--- src/rtl/rf_pkg.sv ---
package rf_pkg;
    localparam int WORD_W = 9;
    typedef logic [WORD_W-1:0] word_t;
endpackage

--- src/rtl/rf_ctrl.sv ---
// Position and occupancy control for the replay FIFO.
module rf_ctrl #(
    parameter int DEPTH = 512,
    localparam int AW = $clog2(DEPTH),
    localparam int CW = AW + 1
) (
    input  logic          clk,
    input  logic          rst_n,
    input  logic          wr_req,
    input  logic          rd_req,
    input  logic          rew_req,
    output logic          wr_go,
    output logic          rd_go,
    output logic [AW-1:0] wpos,
    output logic [AW-1:0] rpos,
    output logic [CW-1:0] occ
);
    typedef struct packed {
        logic [AW-1:0] wpos;
        logic [AW-1:0] rpos;
        logic [CW-1:0] occ;
    } ctrl_t;

    ctrl_t st_d, st_q;

    always_comb begin
        st_d  = st_q;
        wr_go = wr_req && (st_q.occ != CW'(DEPTH));
        rd_go = rd_req && !rew_req && (st_q.occ != '0);
        if (wr_go) begin
            st_d.wpos = st_q.wpos + 1'b1;
        end
        if (rd_go) begin
            st_d.rpos = st_q.rpos + 1'b1;
        end
        if (rew_req) begin
            st_d.rpos = '0;
            st_d.occ  = {1'b0, st_d.wpos};
        end else begin
            unique case ({wr_go, rd_go})
                2'b10:   st_d.occ = st_q.occ + 1'b1;
                2'b01:   st_d.occ = st_q.occ - 1'b1;
                default: st_d.occ = st_q.occ;
            endcase
        end
    end

    always_ff @(posedge clk or negedge rst_n) begin
        if (!rst_n) begin
            st_q <= '0;
        end else begin
            st_q <= st_d;
        end
    end

    assign wpos = st_q.wpos;
    assign rpos = st_q.rpos;
    assign occ  = st_q.occ;
endmodule

--- src/rtl/rf_store.sv ---
// Word array with a registered output word.
module rf_store #(
    parameter int DEPTH = 512,
    localparam int AW = $clog2(DEPTH)
) (
    input  logic          clk,
    input  logic          rst_n,
    input  logic          wr_en,
    input  logic [AW-1:0] waddr,
    input  rf_pkg::word_t wdata,
    input  logic          rd_en,
    input  logic [AW-1:0] raddr,
    output rf_pkg::word_t rdata
);
    rf_pkg::word_t mem [DEPTH];
    rf_pkg::word_t out_d, out_q;

    always_ff @(posedge clk) begin
        if (wr_en) begin
            mem[waddr] <= wdata;
        end
    end

    always_comb begin
        out_d = out_q;
        if (rd_en) begin
            out_d = mem[raddr];
        end
    end

    always_ff @(posedge clk or negedge rst_n) begin
        if (!rst_n) begin
            out_q <= '0;
        end else begin
            out_q <= out_d;
        end
    end

    assign rdata = out_q;
endmodule

--- src/rtl/rf_flags.sv ---
// Status decode from the registered occupancy.
module rf_flags #(
    parameter int DEPTH = 512,
    localparam int CW = $clog2(DEPTH) + 1
) (
    input  logic [CW-1:0] occ,
    output logic          empty,
    output logic          full,
    output logic          half
);
    localparam logic [CW-1:0] FULL_AT = CW'(DEPTH);
    localparam logic [CW-1:0] HALF_AT = CW'(DEPTH / 2);

    always_comb begin
        empty = (occ == '0);
        full  = (occ == FULL_AT);
        half  = (occ >= HALF_AT);
    end
endmodule

--- src/rtl/rate_fifo9.sv ---
// Nine-bit FIFO with replay and half-full status.
module rate_fifo9 #(
    parameter int DEPTH = 512
) (
    input  logic       clk,
    input  logic       rst_n,
    input  logic       wr_n,
    input  logic       rd_n,
    input  logic       rewind_n,
    input  logic [8:0] wdata,
    output logic [8:0] rdata,
    output logic       empty,
    output logic       full,
    output logic       half
);
    localparam int AW = $clog2(DEPTH);
    localparam int CW = AW + 1;

    logic          wr_go, rd_go;
    logic [AW-1:0] wpos, rpos;
    logic [CW-1:0] occ;

    rf_ctrl #(.DEPTH(DEPTH)) u_ctrl (
        .clk     (clk),
        .rst_n   (rst_n),
        .wr_req  (!wr_n),
        .rd_req  (!rd_n),
        .rew_req (!rewind_n),
        .wr_go   (wr_go),
        .rd_go   (rd_go),
        .wpos    (wpos),
        .rpos    (rpos),
        .occ     (occ)
    );

    rf_store #(.DEPTH(DEPTH)) u_store (
        .clk   (clk),
        .rst_n (rst_n),
        .wr_en (wr_go),
        .waddr (wpos),
        .wdata (wdata),
        .rd_en (rd_go),
        .raddr (rpos),
        .rdata (rdata)
    );

    rf_flags #(.DEPTH(DEPTH)) u_flags (
        .occ   (occ),
        .empty (empty),
        .full  (full),
        .half  (half)
    );
endmodule

--- config.mk ---
export PLATFORM = sky130hd
export DESIGN_NAME = rate_fifo9
export DESIGN_NICKNAME = d
export VERILOG_FILES = /design/src/rtl/rf_pkg.sv /design/src/rtl/rf_ctrl.sv /design/src/rtl/rf_store.sv /design/src/rtl/rf_flags.sv /design/src/rtl/rate_fifo9.sv
export SDC_FILE = /design/constraint.sdc
export NUM_CORES = 2
export LEC_CHECK = 0
export CAP_MARGIN = 20
export CORE_ASPECT_RATIO = 1.5
export CORE_UTILIZATION = 45
export DETAILED_ROUTE_END_ITERATION = 8
export GPL_ROUTABILITY_DRIVEN = 0
export PLACE_DENSITY_LB_ADDON = 0.1
export SYNTH_ARGS = -nofsm -noshare
export SYNTH_HDL_FRONTEND = slang
export SYNTH_MEMORY_MAX_BITS = 65536
export SYNTH_SLANG_ARGS = --single-unit
--- constraint.sdc ---
create_clock -name clk -period 5.43 [get_ports clk]
set_input_delay 0.8145 -clock clk [delete_from_list [all_inputs] [get_ports clk]]
set_output_delay 0.8145 -clock clk [all_outputs]
set_load 0.05 [all_outputs]
==> impl_metrics.tcl <==
set metrics [dict create \
    status "finished clean" \
    cts-hold-fix-buffers 1 \
    syn_inst 8613 \
    syn_to_final_growth_pct 12.4 \
    syn_area_mm2 0.182 \
    utilization 0.509 \
    grt_pass1_wl_um 807000 \
    synth_most_common_cell "edfxtp_1" \
    crit_arrival_ps 5820 \
    fillers 31700 \
    placed_area_mm2 0.190 \
    drt_first_pass_iters 8 \
    via_count 93500 \
    grt_max_degree 173 \
    yosys.area.top_type "edfxtp_1" \
    num_rows 285 \
    cpPeakStageDelay_ps 740 \
    synth_seq_area_share 0.765 \
    cp.buffers_inverters 3 \
    drv_cap 0 \
    power_density_mw_per_mm2 379 \
    stdcell_area_mm2 0.205 \
    io_pins 26 \
    dpl_worst_slack_ps 448 \
    worst_hold_path_type "primary input to flip-flop" \
    routed_wl_um 593000 \
    critPathTopFamily "compound AO/OA/AOI/OAI gates" \
    fin_skew_ps 78.4 \
    start_kind "flip-flop" \
    path_cells "buf_12, buf_12, buf_4, mux4_2, a22oi_1, o21ai_0, a21oi_1, o31ai_2, a311oi_1, o31ai_1" \
    clkLatencyLatePin_ps 990 \
    finalSetupViolCount 0 \
    pwr-share-clk 0.399 \
    swShare 0.237 \
    nets 9078 \
    clk_pin_slew_worst_paths_ps 60 \
    hold_viol 0 \
    drc 0 \
    clk_path_buf_depth 4 \
    first_global_vias 94200 \
    syn_nets 8641 \
    path_class "flip-flop to flip-flop" \
    port_buffers 25 \
    r2r_setup_slack_ps 440 \
    ys_ff_latch 4645 \
    ys_top_cells_by_area "edfxtp_1, mux4_2, mux2i_1, mux4_1, nor2_1" \
    max_freq_mhz 200 \
    cts_tree "built" \
    die_y_um 781 \
    grt_use_total 0.290 \
    postSynthAreaPerCell_um2 21.1 \
    p_leak_nw 62.9 \
    initial_core_util 0.453 \
    dieArea_mm2 0.407 \
    synth_top_flop_cell "edfxtp_1" \
    ys.warnings.count 0 \
    synth_commonest_cells "edfxtp_1, mux4_2, nor2_1" \
    share_seq_of_total_power 0.514 \
    cts_resized 0 \
    synthArstFlopShare 0.00797 \
    crit_top_cell "buf_12" \
    crit_fanout 27 \
    critPathCaptureType "flip-flop" \
    synth_top_area_frac 0.760 \
    period_share 0.919 \
    power.share.combinational 0.088 \
    grt_remaining_overflow 0 \
    rsz0062_at_grt "no" \
    synth.distinct_cells 93 \
    cts_buffers 438 \
    postCtsSetupRepairBufs 0 \
    final.setup.tns_ps 0 \
    first_iter_violations 11900 \
    required_ps 6260 \
    cts-root-buf "clkbuf_16" \
    htree_levels 5 \
    ant_nets 0 \
    cp_slowest_cell "dfrtp_4" \
    antenna_found_initial 43 \
    wl_per_cell_um 40.2 \
    max-vdd-ir-drop_v 0.000301 \
    slew_headroom 0.151 \
    drt-vias-per-instance 6.34 \
    min_period_ps 4990 \
    die_w_um 521 \
    p_int_mw 59.2 \
    synth_edf_count 4608 \
    core-area_mm2 0.402 \
    cts_sinks 4645 \
    slew_violations 0 \
    dp_hpwl_um 373000 \
    finalWorstSetupSlack_ps 441 \
    tightest_slew_ps 1270 \
    drive_gt1_frac 0.227 \
    p_switching_mw 18.3 \
]
metal layers:
metal  wire (um)  track usage  vias up
met1      220000        0.367    51000
met4       34400        0.147        6
li1            -            -    36900
met3       43700       0.0480      998
met5          37            0        -
met2      294000        0.482     4514
logic make-up after synthesis:
logic type,after synthesis,synth area share
DFF,4645,0.765
muxes,1499,0.152
and+or+nand+nor,1005,0.0233
AOI/OAI and AO/OA,879,0.0338
buffers and inverters,547,0.0229
xor gates and xnor gates,24,0.00116
adders and majority gates,14,0.00100
state kept, by name (all words and copies together) (netlist names):
signal and flops:
u_store.rdata 9, u_ctrl.rpos 9, u_ctrl.occ 10, u_ctrl.wpos 9
u_store.mem 4608
cell usage in the layout, fill, tap and decap left out, drive strengths merged, types with 10 or more instances in the layout:
cell / instances
inv: 22
diode: 19
a2111oi: 14
mux2i: 488
o21ai: 100
clkbuf: 544
bufinv: 46
a31oi: 22
nor2b: 19
o211ai: 23
clkinv: 191
clkinvlp: 19
a22oi: 144
nor3: 33
nor3b: 10
edfxtp: 4608
xnor2: 18
nand3: 63
nand2: 210
nand4: 12
o2111ai: 10
o221ai: 69
nor2: 587
and2: 18
a221oi: 77
o22ai: 68
ha: 13
nor4: 10
dfrtp: 37
buf: 512
a22o: 18
a211oi: 56
mux4: 987
mux2: 24
clkdlybuf4s50: 15
a21oi: 211
through the flow:
| stage | instances | hold slack (ps) | power (mW) |
|---|---|---|---|
| 2_1_floorplan | 8613 | 512 | 44.2 |
| 3_3_place_gp | 13900 | 477 | 47.3 |
| 3_5_place_dp | 13900 | 492 | 47.4 |
| 4_1_cts | 14700 | 251 | 77.9 |
| 5_1_grt | 14700 | 282 | 79.2 |
| 6_report | 14700 | 263 | 77.5 |
final timing paths:
check                            startpoint                   to  cells past startpoint
setup / recovery             u_ctrl.rpos[0]     u_store.rdata[0]                     10
hold / removal                     wdata[7]  u_store.mem[503][7]                      1
setup reg to reg             u_ctrl.rpos[0]     u_store.rdata[0]                     10
hold reg to reg            u_store.rdata[6]     u_store.rdata[6]                      2
max in group asynchronous             rst_n       u_ctrl.rpos[5]                      3
min in group asynchronous             rst_n        u_ctrl.occ[8]                      2
layout make-up:
type                    instances  area [um2]  share of cell area
diodes                         19        47.5            0.000232
clock buffers                 542       11500              0.0563
clock inverters               264        2610              0.0128
inverters                      14        71.3            0.000349
multi-input cells            3421       38900               0.190
flip-flops and latches       4645      139000               0.681
well taps                    5309        6640              0.0325
repair buffers                530        5410              0.0265
power by group through the flow:
stage               Sequential [mW]  Clock [mW]  Combinational (mW)
floorplan                      40.5           0                3.63
global placement               40.6           0                6.76
detailed placement             40.6           0                6.80
CTS                            39.8        31.2                6.82
global route                   39.8        32.5                6.98
finish                         39.8        30.9                6.81
(Power assumes the default switching activity.)
